$ cat config.mk
export PLATFORM = sky130hd
export DESIGN_NAME = bitsync_dcd
export DESIGN_NICKNAME = d
export VERILOG_FILES = /design/src/rtl/bsd_pkg.sv /design/src/rtl/bsd_timer.sv /design/src/rtl/bsd_phase_fsm.sv /design/src/rtl/bsd_dcd.sv /design/src/rtl/bitsync_dcd.sv
export SDC_FILE = /design/constraint.sdc
export NUM_CORES = 1
export LEC_CHECK = 0
export BUFFER_PORTS_ARGS = -buffer_cell sky130_fd_sc_hd__buf_2
export CAP_MARGIN = 25
export CORE_MARGIN = 3
export CORE_UTILIZATION = 60
export CTS_CLUSTER_SIZE = 25
export DETAILED_ROUTE_END_ITERATION = 12
export PLACE_DENSITY = 0.86
export SLEW_MARGIN = 10
export SYNTH_ARGS = -nofsm -noshare
export SYNTH_HDL_FRONTEND = slang
export SYNTH_SLANG_ARGS = --single-unit
$ cat constraint.sdc
create_clock -name clk -period 5.71 [get_ports clk]
set_input_delay 0 -clock clk [delete_from_list [all_inputs] [get_ports clk]]
set_output_delay 0 -clock clk [all_outputs]
set_load 0.01 [all_outputs]
$ cat src/rtl/bsd_pkg.sv
package bsd_pkg;
    localparam int HIST_W = 31;

    typedef enum logic [1:0] {
        PH_DECIDE = 2'd0,
        PH_MID_A  = 2'd1,
        PH_MID_B  = 2'd2
    } phase_t;

    function automatic logic [2:0] nominal_units(input logic three_spb);
        return three_spb ? 3'd4 : 3'd6;
    endfunction

    function automatic logic [2:0] corrected_units(input logic three_spb, input logic [2:0] h);
        logic [2:0] u;
        if (three_spb) begin
            unique case (h)
                3'b001:  u = 3'd5;
                3'b100:  u = 3'd3;
                default: u = 3'd4;
            endcase
        end else begin
            unique case (h[1:0])
                2'b01:   u = 3'd7;
                2'b10:   u = 3'd5;
                default: u = 3'd6;
            endcase
        end
        return u;
    endfunction
endpackage

$ cat src/rtl/bsd_timer.sv
module bsd_timer #(
    parameter int CLK_PER_UNIT = 8
) (
    input  logic       clk,
    input  logic       rst,
    input  logic [2:0] nominal,
    input  logic [2:0] reload,
    output logic       sample_stb
);
    localparam int UCW = (CLK_PER_UNIT > 1) ? $clog2(CLK_PER_UNIT) : 1;
    localparam logic [UCW-1:0] UNIT_LAST = UCW'(CLK_PER_UNIT - 1);

    logic [UCW-1:0] unit_cnt;
    logic [2:0]     units_left;
    logic           tick;

    assign tick       = (unit_cnt == UNIT_LAST);
    assign sample_stb = tick && (units_left == 3'd1);

    always_ff @(posedge clk) begin
        if (rst) begin
            unit_cnt   <= '0;
            units_left <= nominal;
        end else begin
            unit_cnt <= tick ? '0 : unit_cnt + 1'b1;
            if (tick) begin
                units_left <= (units_left == 3'd1) ? reload : units_left - 3'd1;
            end
        end
    end
endmodule

$ cat src/rtl/bsd_phase_fsm.sv
module bsd_phase_fsm
    import bsd_pkg::*;
(
    input  logic              clk,
    input  logic              rst,
    input  logic              mode_stat,
    input  logic              sample_stb,
    input  logic              line_in,
    output logic [HIST_W-1:0] hist_next,
    output logic [2:0]        next_units,
    output logic              bit_valid,
    output logic              bit_data
);
    phase_t            state, state_nxt;
    logic [HIST_W-1:0] hist;
    logic              last_lvl;
    logic              last_dec;
    logic              decide_now;

    assign hist_next  = {hist[HIST_W-2:0], line_in ^ last_lvl};
    assign decide_now = sample_stb && (state == PH_DECIDE);

    always_comb begin
        state_nxt = state;
        unique case (state)
            PH_DECIDE: state_nxt = PH_MID_A;
            PH_MID_A:  state_nxt = mode_stat ? PH_MID_B : PH_DECIDE;
            PH_MID_B:  state_nxt = PH_DECIDE;
            default:   state_nxt = PH_DECIDE;
        endcase
    end

    always_comb begin
        if (state == PH_DECIDE) next_units = corrected_units(mode_stat, hist_next[2:0]);
        else                    next_units = nominal_units(mode_stat);
    end

    // state register: phase, history and remembered levels
    always_ff @(posedge clk) begin
        if (rst) begin
            state    <= PH_DECIDE;
            hist     <= '0;
            last_lvl <= 1'b0;
            last_dec <= 1'b0;
        end else if (sample_stb) begin
            state    <= state_nxt;
            hist     <= hist_next;
            last_lvl <= line_in;
            if (state == PH_DECIDE) last_dec <= line_in;
        end
    end

    // outputs
    always_ff @(posedge clk) begin
        if (rst) begin
            bit_valid <= 1'b0;
            bit_data  <= 1'b0;
        end else begin
            bit_valid <= decide_now;
            if (decide_now) bit_data <= ~(line_in ^ last_dec);
        end
    end
endmodule

$ cat src/rtl/bsd_dcd.sv
module bsd_dcd
    import bsd_pkg::*;
#(
    parameter int DCD_WINDOW = 960
) (
    input  logic              clk,
    input  logic              rst,
    input  logic              mode_stat,
    input  logic              sample_stb,
    input  logic [HIST_W-1:0] hist_next,
    output logic              win_end,
    output logic              dcd
);
    localparam int WIN   = (DCD_WINDOW > 2) ? DCD_WINDOW : 2;
    localparam int WCW   = $clog2(WIN);
    localparam int ACC_W = $clog2(WIN * 32 + 8) + 2;
    localparam int SUM_W = ACC_W + 2;
    localparam logic [WCW-1:0] WIN_LAST = WCW'(WIN - 1);

    logic [WCW-1:0]          win_cnt;
    logic signed [ACC_W-1:0] acc, s1, s2, acc_new;
    logic signed [SUM_W-1:0] sum3;
    logic [1:0]              pos, neg;
    logic signed [6:0]       delta;

    always_comb begin
        pos = {1'b0, hist_next[1]} + {1'b0, (hist_next[HIST_W-1:1] == '0)};
        neg = {1'b0, hist_next[2]} + {1'b0, hist_next[3]} + {1'b0, hist_next[4]};
        if (hist_next[0])  delta = $signed({1'b0, pos, 4'b0000}) - $signed({5'b00000, neg});
        else if (mode_stat) delta = -7'sd1;
        else               delta = 7'sd0;
        acc_new = acc + ACC_W'(delta);
        sum3    = SUM_W'(acc_new) + SUM_W'(s1) + SUM_W'(s2);
    end

    assign win_end = sample_stb && (win_cnt == WIN_LAST);

    always_ff @(posedge clk) begin
        if (rst) begin
            win_cnt <= '0;
            acc     <= '0;
            s1      <= '0;
            s2      <= '0;
            dcd     <= 1'b0;
        end else if (sample_stb) begin
            if (win_end) begin
                win_cnt <= '0;
                dcd     <= (sum3 < 0);
                s2      <= s1;
                s1      <= acc_new;
                acc     <= ACC_W'(2);
            end else begin
                win_cnt <= win_cnt + 1'b1;
                acc     <= acc_new;
            end
        end
    end
endmodule

$ cat src/rtl/bitsync_dcd.sv
module bitsync_dcd
    import bsd_pkg::*;
#(
    parameter int CLK_PER_UNIT = 8,
    parameter int DCD_WINDOW   = 960
) (
    input  logic clk,
    input  logic rst,
    input  logic mode_stat,
    input  logic line_in,
    output logic bit_valid,
    output logic bit_data,
    output logic dcd
);
    logic              sample_stb;
    logic [2:0]        next_units;
    logic [2:0]        nom_units;
    logic [HIST_W-1:0] hist_next;
    logic              win_end;

    assign nom_units = nominal_units(mode_stat);

    bsd_timer #(.CLK_PER_UNIT(CLK_PER_UNIT)) u_timer (
        .clk(clk), .rst(rst), .nominal(nom_units), .reload(next_units),
        .sample_stb(sample_stb)
    );

    bsd_phase_fsm u_fsm (
        .clk(clk), .rst(rst), .mode_stat(mode_stat), .sample_stb(sample_stb),
        .line_in(line_in), .hist_next(hist_next), .next_units(next_units),
        .bit_valid(bit_valid), .bit_data(bit_data)
    );

    bsd_dcd #(.DCD_WINDOW(DCD_WINDOW)) u_dcd (
        .clk(clk), .rst(rst), .mode_stat(mode_stat), .sample_stb(sample_stb),
        .hist_next(hist_next), .win_end(win_end), .dcd(dcd)
    );
endmodule

Word-level counts from Yosys, hierarchy flattened:

Index checks and enable logic that the tools add are counted.

* flip-flop bits (word level): 104
* bits in writable memories: 0
* output and inout bits: 3
* memory bits (read-only): 0
* memories kept: 0
* bits in latches: 0

* div/mod/pow operators: 0
* $mul: 0
* equal/unequal tests: 8
* reductions and logical operators: 9
* add/subtract/negate cells: 10
* bitwise logic cells: 3
* mux-type cells: 14
* shifts and indexed selects: 0
* $lt $le $gt $ge: 1

Operators by type and width (number)
* $logic_not 30->1: 1
* $add 18x17->19: 1
* $lt 19x1->1 const B: 1
* $add 17x17->18: 1
* $add 17x7->17: 1
* $mux 17: 1
* $mux 3: 5
* $mux 7: 2
* $add 10x1->10 const B: 1
* $eq 10x10->1 const B: 1
* $mux 10: 1
* $pmux 2 s2: 2
* $sub 6x2->7: 1
* $eq 3x1->1 const B: 2
* $eq 3x3->1 const B: 2
* $pmux 3 s2: 1
* $add 1x1->2: 2
* $eq 2x1->1 const B: 2
* $mux 2: 2
* $reduce_and 2->1: 2
* $add 3x1->3 const B: 1
* $logic_and 1x1->1: 3
* $sub 3x1->3 const B: 1
* $add 2x1->2: 1
* 6 further kinds: 7

Logic depth before layout (Yosys ltp):

Gate-level depths: netlist of the first run.

* depth in word-level cells: 8
* mapped depth: 25
* mapped depth without buffers: 25

Hierarchy:

From an unflattened synthesis of the first run, not the netlist that was laid out.

* cells, all modules: 715
* area total of the unflattened synthesis: 6078.3 um2

Modules (own cells, without submodules)
* bsd_dcd: times used 1, cells an instance 544, area an instance 4337.9 um2
* bsd_phase_fsm: times used 1, cells an instance 135, area an instance 1395.1 um2
* bsd_timer: times used 1, cells an instance 33, area an instance 334.1 um2
* bitsync_dcd: times used 1, cells an instance 3, area an instance 11.3 um2

Least setup slack after synthesis of the first run:

OpenSTA, ideal clock, no wires.

* kind: register to register
* start point: register u_fsm.hist[2]
* end point: register u_dcd.dcd
* arrival time: 4.914 ns
* path slack: 0.671 ns
* cell stages (with the launch flop): 24
* library setup time: 0.126 ns
* data required time: 5.584 ns
* cell sequence: dfxtp_1 > inv_1 > ha_1 > nor4b_1 > nand4_1 > or2_2 > ha_1 > a21boi_0 > mux2_4 > ha_1 > a211o_1 > a21oi_1 > o21ai_1 > nor4_2 > nor3_1 > xor2_1 > fa_1 > inv_1 > ha_1 > nand4_1 > or2_2 > o2111ai_1 > a21o_1 > a31oi_1

* word-level cells in the longest chain between the ends: 8
* elaborated cells between the ends (all ways): 10
* classes of those cells: add/sub (7); order compare (1); mux (1); reduce/logical (1)

RTL lines
* start, declared: RTL line bsd_phase_fsm.sv:15 `logic [HIST_W-1:0] hist;`
* start signal, assigned: RTL line bsd_phase_fsm.sv:47 `hist <= hist_next;`
* $add 1x1->2 or $logic_not 30->1 (tied branches): RTL line bsd_dcd.sv:28, bsd_dcd.sv:27
* $add 2x1->2 or $add 1x1->2 (tied branches): RTL line bsd_dcd.sv:28, bsd_dcd.sv:27
* $sub 6x2->7 *: RTL line bsd_dcd.sv:29 `if (hist_next[0]) delta = $signed({1'b0, pos, 4'b0000}) - $signed({5'b00000, neg});`
* $mux 7 *: RTL line bsd_dcd.sv:29
* $add 17x7->17 *: RTL line bsd_dcd.sv:32 `acc_new = acc + ACC_W'(delta);`
* $add 17x17->18 *: RTL line bsd_dcd.sv:33 `sum3 = SUM_W'(acc_new) + SUM_W'(s1) + SUM_W'(s2);`
* $add 18x17->19 *: RTL line bsd_dcd.sv:33
* $lt 19x1->1 *: RTL line bsd_dcd.sv:48 `dcd <= (sum3 < 0);`
* end signal, assigned: RTL line bsd_dcd.sv:48
* end, declared: RTL line bsd_dcd.sv:12 `output logic dcd`

Mark *: on every way between the ends. The rest lies on a longest branch, timed or not.
A chain may end at the register's enable or synchronous reset.

Worst setup path after layout of the first run:

* start point: register u_fsm.hist[0]
* end point: register u_dcd.dcd

* word-level cells in the longest chain between the ends: 8

RTL lines
* $logic_not 30->1: RTL line bsd_dcd.sv:27 `pos = {1'b0, hist_next[1]} + {1'b0, (hist_next[HIST_W-1:1] == '0)};`
* $add 1x1->2 *: RTL line bsd_dcd.sv:27
* $sub 6x2->7 *: RTL line bsd_dcd.sv:29
* $mux 7 *: RTL line bsd_dcd.sv:29
* $add 17x7->17 *: RTL line bsd_dcd.sv:32
* $add 17x17->18 *: RTL line bsd_dcd.sv:33
* $add 18x17->19 *: RTL line bsd_dcd.sv:33
* $lt 19x1->1 *: RTL line bsd_dcd.sv:48

Marks and branches as above.

==> impl_results.md, run 1 <==
* Status: finished clean
* Synthesized flop and latch total at 104
* Num CTS Buffers at 9
* Top cells by count, synth: nand2_1 (136), dfxtp_1 (101), a21oi_1 (96), inv_1 (71), ha_1 (51)
* Clock sink count at 104
* Placed inst area at 6187 µm²
* Post-synth top area cell: dfxtp_1
* Crit-path leading delay family: simple AND/OR/NAND/NOR gates
* LEAKAGE at approximately 2.7 nW
* CP peak stage delay at a little under 0.5 ns
* Post-synth cell types at 62
* Num ports at 7
* Max clock buf depth at 2
* Seq/Total Area, Yosys at 0.3472
* Layout Nets at 813
* Crit path cell chain: nor4_1, nand4_1, or2_2, ha_1, a21boi_0, mux2_4, ha_1, a211o_1, a21oi_2, o21ai_1, nor4_4, nor3_1, xor2_1, fa_1, inv_1, ha_1, nand4_1, or2_2, o2111ai_2, a21o_1, a31oi_1
* Fin crit share at 0.9690
* Critical Path AT at 5.78 ns
* Syn Inst Count at 749
* Detailed Route Iter0 Violations at ~340
* Placer Congestion at just under 0.9
* Most frequent cell after synthesis: nand2_1
* Critical path startpoint category: flip-flop
* FFs w/ async S/R, synth at 0
* Die width at 106.7 µm
* Non-filler cells in the finished layout at a little under 900
* Clock Root Buffer: clkbuf_8
* Fin. max-slew vios at 0
* Max_cap viols at 0
* Relative slew margins at 0.5839
* Register cell area after layout at ~2100 µm²
* Peak supply drop at 0.1716 mV
* Core ar. at 9819 µm²
* Largest cells by area after synthesis: dfxtp_1 (33%), ha_1 (10%), nand2_1 (8.4%)
* Share of layout cells above drive strength 1 at 0.06568
* CP Class: reg2reg
* Htree depth at 3
* Final ANT Viol Nets at 0
* Die area at 11,380 µm²
* CP dominant cell by count: ha_1
* Total GRT Usage at 0.2319
* Syn_area_per_cell at 8.122 µm²
* CTS tree: built
* Tmin final at 5.533 ns
* Post-synth EDFFs at 3
* First-pass GRT wire length at 21,870 µm
* # DRC at 0
* Yosys top cell area share at 0.3324
* Port Buffers at 6
* Placed Instances at 860
* Worst Skew at 0.01181 ns
* Drt first pass iters at 7
* Final HPWL DP at slightly below 9000 µm
* Antenna violations before repair at 1
* Overall routed net length at 12,820 µm
* DR vias at between 5,000 and 6,000
* Dominant synthesized flop cell: dfxtp_1
* Worst setup margin at 0.1769 ns
* Crit-path slowest cell: fa_1
* Die height at around 110 µm
* Grt ovf at 0
* Skew-Pair Late Insertion Delay at 0.38 ns
* WP data required at between 5 and 6 ns
* Syn. warnings at 0
* Final setup vio count at 0
* Fill cells at 815
* Pwr/cell area at 199.0 nW/µm²
* Worst-Margin Slew at roughly 0.62 ns
* Worst slack at placement at between 0.15 and 0.2 ns
* Core Util, Final at 0.6580
* Worst path buffer plus inverter count at 1
* Hold Crit Class: in2reg
* Rows at 36
* Peak Freq at 180.7 MHz
* Largest net degree at the start of global routing at 64
* DR WL/cell at 14.56 µm
* Net Count, Synth at 821
* Number of vias per cell at about 5.8
* Initial Utilization at 0.6195
* Final hold violations at 0
* Worst-path clk slew at 0.10 ns
* Design Area, Final at 6461 µm²
* Crit-path max FO at 14
* Area of the multi-input gates at 3618 µm²
* Synth-to-layout area growth at 6.211%
* CP Capture Type: flip-flop
* Synthesized area at approximately 6100 µm²
* Vias in the first global route at 5,041
## metrics by stage
stage	power, mW	hold WS (ns)	setup TNS [ns]
2_1_floorplan	0.8137	0.1360	0
3_3_place_gp	0.8276	0.2990	0
3_5_place_dp	0.8324	0.3179	0
4_1_cts	1.294	0.003142	0
5_1_grt	1.340	0.01853	-0.1893
6_report	1.286	0.02918	0
## logic make-up (layout without fill, tap and decap cells)
| kind of cell | Yosys count | count (layout) | share of synthesized area |
|---|---|---|---|
| compound gates | 177 | 177 | 0.1773 |
| fa+ha+maj | 68 | 68 | 0.1608 |
| flops | 104 | 104 | 0.3472 |
| xor+xnor | 19 | 19 | 0.02859 |
| buf+inv | 105 | 102 | 0.06664 |
| simple gates | 275 | 275 | 0.2170 |
| other cells | 0 | 1 | 0 |
| mux | 1 | 1 | 0.002467 |
## cells in the final DEF, fill, tap and decap left out, types with 5 or more instances in the layout
cell	count
nand2b_1	9
or3_1	6
clkbuf_8	9
and2_1	6
nor4_1	5
nand4_1	9
inv_1	71
nor2_1	34
o21ai_0	17
fa_1	17
a21oi_1	93
nand3b_1	11
nand3_1	15
dfxtp_1	101
buf_4	8
xor2_1	7
ha_1	51
xnor2_1	11
a21o_1	18
nand2_1	136
nor3_1	20
a211oi_1	5
buf_2	5
## path summary, 6_finish.rpt
check                            from                    end  slack [ns]  cells past startpoint
setup / recovery        u_fsm.hist[0]              u_dcd.dcd        0.18                     21
hold / removal              mode_stat  u_timer.units_left[1]        0.03                      2
setup reg to reg        u_fsm.hist[0]              u_dcd.dcd        0.18                     21
hold reg to reg   u_timer.unit_cnt[0]    u_timer.unit_cnt[0]        0.43                      1
## worst reg2reg max path: cells and delay by family (launching register included)
family                   cells  cell delay, ns
flip-flops                   1            0.37
multiplexers                 1            0.37
adder cells (fa/ha/maj)      4            1.39
AND/OR/NAND/NOR              7            1.71
XOR/XNOR                     1            0.17
buffers and inverters        1            0.06
AO/OA/AOI/OAI                7            1.35
## registers in the layout (all words and copies together), names as in the netlist
signal / cells
u_fsm.hist: 30
u_dcd.acc: 17
u_dcd.s1: 17
u_dcd.s2: 17
u_dcd.win_cnt: 10
u_timer.unit_cnt: 3
u_timer.units_left: 3
u_fsm.state: 2
u_dcd.dcd: 1
u_fsm.bit_data: 1
u_fsm.bit_valid: 1
u_fsm.last_dec: 1
u_fsm.last_lvl: 1
## layout make-up
| type | count | share of cell area |
|---|---|---|
| Antenna cell | 1 | 0.0003873 |
| Clock buffer | 11 | 0.02033 |
| Clock inverter | 5 | 0.01007 |
| Inverter | 72 | 0.04183 |
| Multi-Input combinational cell | 540 | 0.5600 |
| Sequential cell | 104 | 0.3269 |
| Tap cell | 133 | 0.02576 |
| Timing Repair Buffer | 14 | 0.01472 |
## where the power goes
part | leakage (nW) | switching [mW] | total, mW | internal, mW
Combinational | 1.73 | 0.0556 | 0.0866 | 0.0311
Clock | 0.0921 | 0.258 | 0.466 | 0.208
Sequential | 0.842 | 0.00150 | 0.733 | 0.732
## layer usage
layer	GRT usage	up-vias	part of all wire
met3	0.04214	30	0.039
met5	0	-	0
met1	0.2878	2405	0.45
met2	0.3993	115	0.49
li1	-	2528	-
met4	0.09132	0	0.022
## what timing repair did
| action | 4_1_cts | 5_1_grt |
|---|---|---|
| hold buffers | 1 | 0 |
| buffers inserted | 0 | 2 |
| resized for setup | 0 | 9 |
| setup endpoints to repair | 0 | 1 |
| endpoints found under the hold margin | 2 | 0 |
No activity file was read; power rests on OpenSTA's default activity.
==> run 2, diff against run 1 <==
clock period = 6.2 ns   (was 5.71 ns; I/O delays follow)
==> impl_results.md, run 2 (synthesis gave the netlist of run 1 again) <==
* Port Buffers at 6
* Max reg flops at 30
* Clock sink count at between 100 and 150
* Pwr/cell area at 182.2 nW/µm²
* CP peak stage delay at between 0.5 and 0.6 ns
* Peak Freq at 180.6 MHz
* RSZ-0062 raised after global routing: no
* Postcts setup bufs at 0
* Rows at 36
* Most frequent cells in the layout: nand2_1 (136), dfxtp_1 (101), a21oi_1 (96)
* Peak supply drop at between 0.1 and 0.15 mV
* Clock Power Share at 0.352
* Leading cell type in the layout, fill and taps excluded: nand2_1
* Skew-Pair Late Insertion Delay at around 0.4 ns
* CP Class: reg2reg
* Relative slew margins at 0.5225
* Fin. max-slew vios at 0
* Synth-to-layout area growth at 4.957%
* First-pass GRT wire length at 21,960 µm
* # DRC at 0
* Worst Hold Margin at around 0.063 ns
* Hold Crit Class: in2reg
* Switch share at 0.2639
* Sw Pwr at ~300 µW
* Worst-path clk slew at approximately 0.11 ns
* Number of vias per cell at 5.761
* Placed Instances at ~860
* Crit. Startpoint: u_fsm.hist[2]
* Total design power at 1.163 mW
* Share of layout cells above drive strength 1 at 0.05645
* Overall routed net length at 12,450 µm
* Max_cap viols at 0
* CP Capture Type: flip-flop
* Status: finished clean
* Crit-path max FO at 5
* Die height at 106.7 µm
* DR vias at 5,052
* CP dominant cell by count: ha_1
* Combinational Power Share at 0.067
* Placer Congestion at between 0.8 and 0.9
* Design Area, Final at about 6400 µm²
* WP data required at 6.47 ns
* DR WL/cell at roughly 14 µm
* Internal power at 856.4 µW
* Final ANT Viol Nets at 0
* Non-filler cells in the finished layout at 877
* Critical path startpoint category: flip-flop
* Crit-path slowest cell: a2111oi_2
* N_diodes at 0
* Largest net degree at the start of global routing at 65
* Worst setup margin at roughly 0.66 ns
* Layout Nets at a little over 800
* LEAKAGE at 2.651 nW
* Htree depth at 3
* Final hold violations at 0
* Core Util, Final at 0.6502
* Worst slack at placement at 0.6967 ns
* Max clock buf depth at 2
* Clock Root Buffer: clkbuf_8
* Fill cells at 816
* Fin Setup TNS at 0 ns
* Vias in the first global route at 4,913
* Fin crit share at 0.8929
* Hold Crit Start: rst
* Reg power frac at 0.581
* Total GRT Usage at 0.2343
* Final HPWL DP at slightly below 9000 µm
* Num CTS Buffers at 9
* Placed inst area at 6180 µm²
* Worst Skew at 0.01143 ns
* Core ar. at 9819 µm²
* Grt ovf at 0
* Worst-Margin Slew at 0.7162 ns
* Register with the most flip-flops: u_fsm.hist
* Die area at 11,380 µm²
* Register cell area after layout at roughly 2100 µm²
* Reg-to-reg startpoint: u_fsm.hist[2]
* Die width at 106.7 µm
* Initial Utilization at 0.6195
* CTS tree: built
* Drt first pass iters at 5
* Area of the multi-input gates at 3568 µm²
* Critical Path AT at 5.80 ns
* Final setup vio count at 0
* Tmin final at 5.536 ns
* Num ports at 7
* Detailed Route Iter0 Violations at roughly 370
* Antenna violations before repair at 0
==> run 2: critical path: cells and delay by family (launching register included) <==
family / cells / cell delay [ns]
and+or+nand+nor: 6 / 1.18
adders and majority gates: 6 / 1.72
DFF: 1 / 0.35
buffers and inverters: 3 / 0.16
AOI/OAI and AO/OA: 8 / 1.66
xor gates and xnor gates: 2 / 0.33
==> run 2: path summary, 6_finish.rpt <==
check	endpoint	slack [ns]	cells past startpoint
max	u_dcd.dcd	0.66	25
min	u_dcd.acc[8]	0.06	2
max reg2reg	u_dcd.dcd	0.66	25
min reg2reg	u_timer.unit_cnt[0]	0.43	1
==> run 2: layout make-up <==
| cell class | count | area share |
|---|---|---|
| clock buffer | 9 | 0.01940 |
| clock inverter | 7 | 0.009602 |
| inverter | 72 | 0.04233 |
| multi-input combinational | 540 | 0.5589 |
| sequential | 104 | 0.3308 |
| tap | 133 | 0.02606 |
| timing repair buffer | 12 | 0.01293 |
==> run 2: power groups by stage <==
stage | logic, mW | clock network [mW] | registers (mW)
floorplan | 0.0586 | 0 | 0.691
global route | 0.0879 | 0.443 | 0.676
detailed placement | 0.0752 | 0 | 0.691
global placement | 0.0712 | 0 | 0.691
CTS | 0.0772 | 0.416 | 0.676
finish | 0.0780 | 0.410 | 0.676
==> run 2: repair_timing <==
action                                  in CTS  in global routing
endpoints found under the setup margin       0                  0
endpoints found under the hold margin        4                  0
hold buffers                                 2                  0
resized for setup                            0                  0
==> run 2: per-layer routing <==
| metal | part of all wire | global-route usage | wire [µm] |
|---|---|---|---|
| met1 | 0.45 | 0.2988 | 5601 |
| met2 | 0.49 | 0.3939 | 6161 |
| met5 | 0 | 0 | 0 |
| met3 | 0.034 | 0.04455 | 427 |
| met4 | 0.021 | 0.08950 | 262 |
==> run 3, diff against run 2 <==
REMOVE_ABC_BUFFERS = 1   (was unset)
==> impl_results.md, run 3 (synthesis gave the netlist of run 1 again) <==
* Vias in the first global route at between 4,000 and 5,000
* Drt first pass iters at 5
* N_diodes at 0
* Critical Path AT at 5.99 ns
* Overall routed net length at around 13,000 µm
* Number of vias per cell at 5.802
* Num ports at 7
* Share of layout cells above drive strength 1 at 0.05772
* Max_cap viols at 0
* Worst-path clk slew at roughly 0.11 ns
* Max clock buf depth at 2
* Hold Crit Class: in2reg
* Num CTS Buffers at 9
* Fin crit share at 0.9271
* Worst Skew at roughly 0.011 ns
* Met2 wire length at 6410 µm
* Worst hold path depth at 2
* Crit Reg-Reg Endpoint: u_dcd.dcd
* Grt ovf at 0
* CP Capture Type: flip-flop
* Detailed Route Iter0 Violations at 324
* Fin Setup TNS at 0 ns
* Final hold violations at 0
* Placer Congestion at 0.8996
* Tmin final at 5.748 ns
* Die width at 106.7 µm
* Total GRT Usage at 0.2354
* Hold endpoint: u_timer.units_left[1]
* Rows at 36
* Hold Crit Start: mode_stat
* DR vias at 5,094
* Met3 wire len at slightly below 500 µm
* Peak Freq at 174.0 MHz
* Relative slew margins at 0.5131
* LEAKAGE at 2.641 nW
* Reg-to-reg startpoint: u_fsm.hist[2]
* Met1 WL at 5756 µm
* Synth-to-layout area growth at 4.854%
* Antenna violations before repair at 0
* Final HPWL DP at 9156 µm
* CTS tree: built
* Most frequent cells in the layout: nand2_1 (136), dfxtp_1 (101), a21oi_1 (96)
* CP Class: reg2reg
* Htree depth at 3
* RSZ-0062 raised after global routing: no
* DR WL/cell at around 15 µm
* Die height at around 110 µm
* Register with the most flip-flops: u_fsm.hist
* Layout Nets at 812
* Worst-Margin Slew at 0.7304 ns
* Core Util, Final at 0.6496
* WP data required at 6.44 ns
* First-pass GRT wire length at 22,020 µm
* Fin. max-slew vios at 0
* Clock sink count at 104
* Max reg flops at 30
* DR top layer: met4
* Crit-path max FO at 14
* Largest net degree at the start of global routing at 64
* Pwr/cell area at roughly 180 nW/µm²
* Status: finished clean
* R2r worst-path depth at 23
* Final setup vio count at 0
* Leading cell type in the layout, fill and taps excluded: nand2_1
* Final ANT Viol Nets at 0
* Die area at about 11,000 µm²
* Critical path startpoint category: flip-flop
* FF-to-FF setup slack at 0.45 ns
* Core ar. at approximately 9800 µm²
* Initial Utilization at 0.6195
* # DRC at 0
* Port Buffers at 6
* Peak supply drop at around 0.11 mV
* Skew-Pair Late Insertion Delay at about 0.39 ns
* Clock Root Buffer: clkbuf_8
## run 3: report_power, final
group / switching, mW / internal, mW / total [mW] / leakage, nW
logic: 0.0509 / 0.0280 / 0.0789 / 1.72
clock network: 0.251 / 0.149 / 0.400 / 0.0803
registers: 0.00153 / 0.674 / 0.676 / 0.842
## run 3: layout make-up
class / instances / area [µm²]
Clock buffer: 9 / 123.9
Tap cell: 133 / 166.4
Clock inverter: 7 / 52.55
Multi-Input combinational cell: 540 / 3568
Timing Repair Buffer: 13 / 85.08
Inverter: 72 / 270.3
Fill cell: 835 / 3441
Sequential cell: 104 / 2112
## run 3: metrics by stage
| step | instances | power, mW | hold slack [ns] | setup WS, ns | cell area (µm²) |
|---|---|---|---|---|---|
| finish | 878 | 1.154 | 0.01019 | 0.4520 | 6379 |
| floorplan | 716 | 0.7406 | 0.06907 | 1.114 | 5948 |
| global placement | 861 | 0.7631 | 0.2980 | 0.8725 | 6192 |
| detailed placement | 861 | 0.7681 | 0.3170 | 0.5516 | 6192 |
| CTS | 878 | 1.160 | 0.003368 | 0.4590 | 6379 |
| global route | 878 | 1.200 | 0.009590 | 0.06072 | 6379 |
## run 3: critical path, stage by stage (launching register included)
cell,delay (ns)
dfxtp_1,0.35
inv_1,0.07
ha_1,0.13
nor4b_1,0.20
nand4_1,0.13
or2_2,0.33
ha_1,0.19
a21boi_0,0.12
mux2_4,0.37
ha_1,0.37
a211o_1,0.28
a21oi_1,0.32
o21ai_1,0.19
nor4_2,0.46
nor3_1,0.14
xor2_1,0.17
fa_1,0.50
inv_1,0.06
ha_1,0.33
nand4_1,0.13
or2_2,0.31
o2111ai_1,0.24
a21o_1,0.12
a31oi_1,0.07
## run 3: layer usage
metal  vias to the layer above  global-route usage
met5                         -                   0
met4                         0             0.09041
met3                        22             0.03552
met2                       119              0.3993
met1                      2419              0.3028
li1                       2534                   -
## run 3: how the worst max path moves through the flow
| stage | endpoint | slack [ns] | from |
|---|---|---|---|
| after floorplan | u_dcd.dcd | 1.11 | u_fsm.hist[2] |
| after global placement | u_dcd.dcd | 0.87 | u_fsm.hist[2] |
| after detailed placement | u_dcd.dcd | 0.55 | u_fsm.hist[2] |
| after CTS | u_dcd.dcd | 0.46 | u_fsm.hist[2] |
| after global routing | u_dcd.dcd | 0.06 | u_fsm.hist[2] |
| final | u_dcd.dcd | 0.45 | u_fsm.hist[2] |
## run 3: what timing repair did
action | 4_1_cts | 5_1_grt
hold buffers | 1 | 0
resized for setup | 0 | 0
endpoints found under the hold margin | 2 | 0
setup endpoints to repair | 0 | 0
buffers inserted | 0 | 0
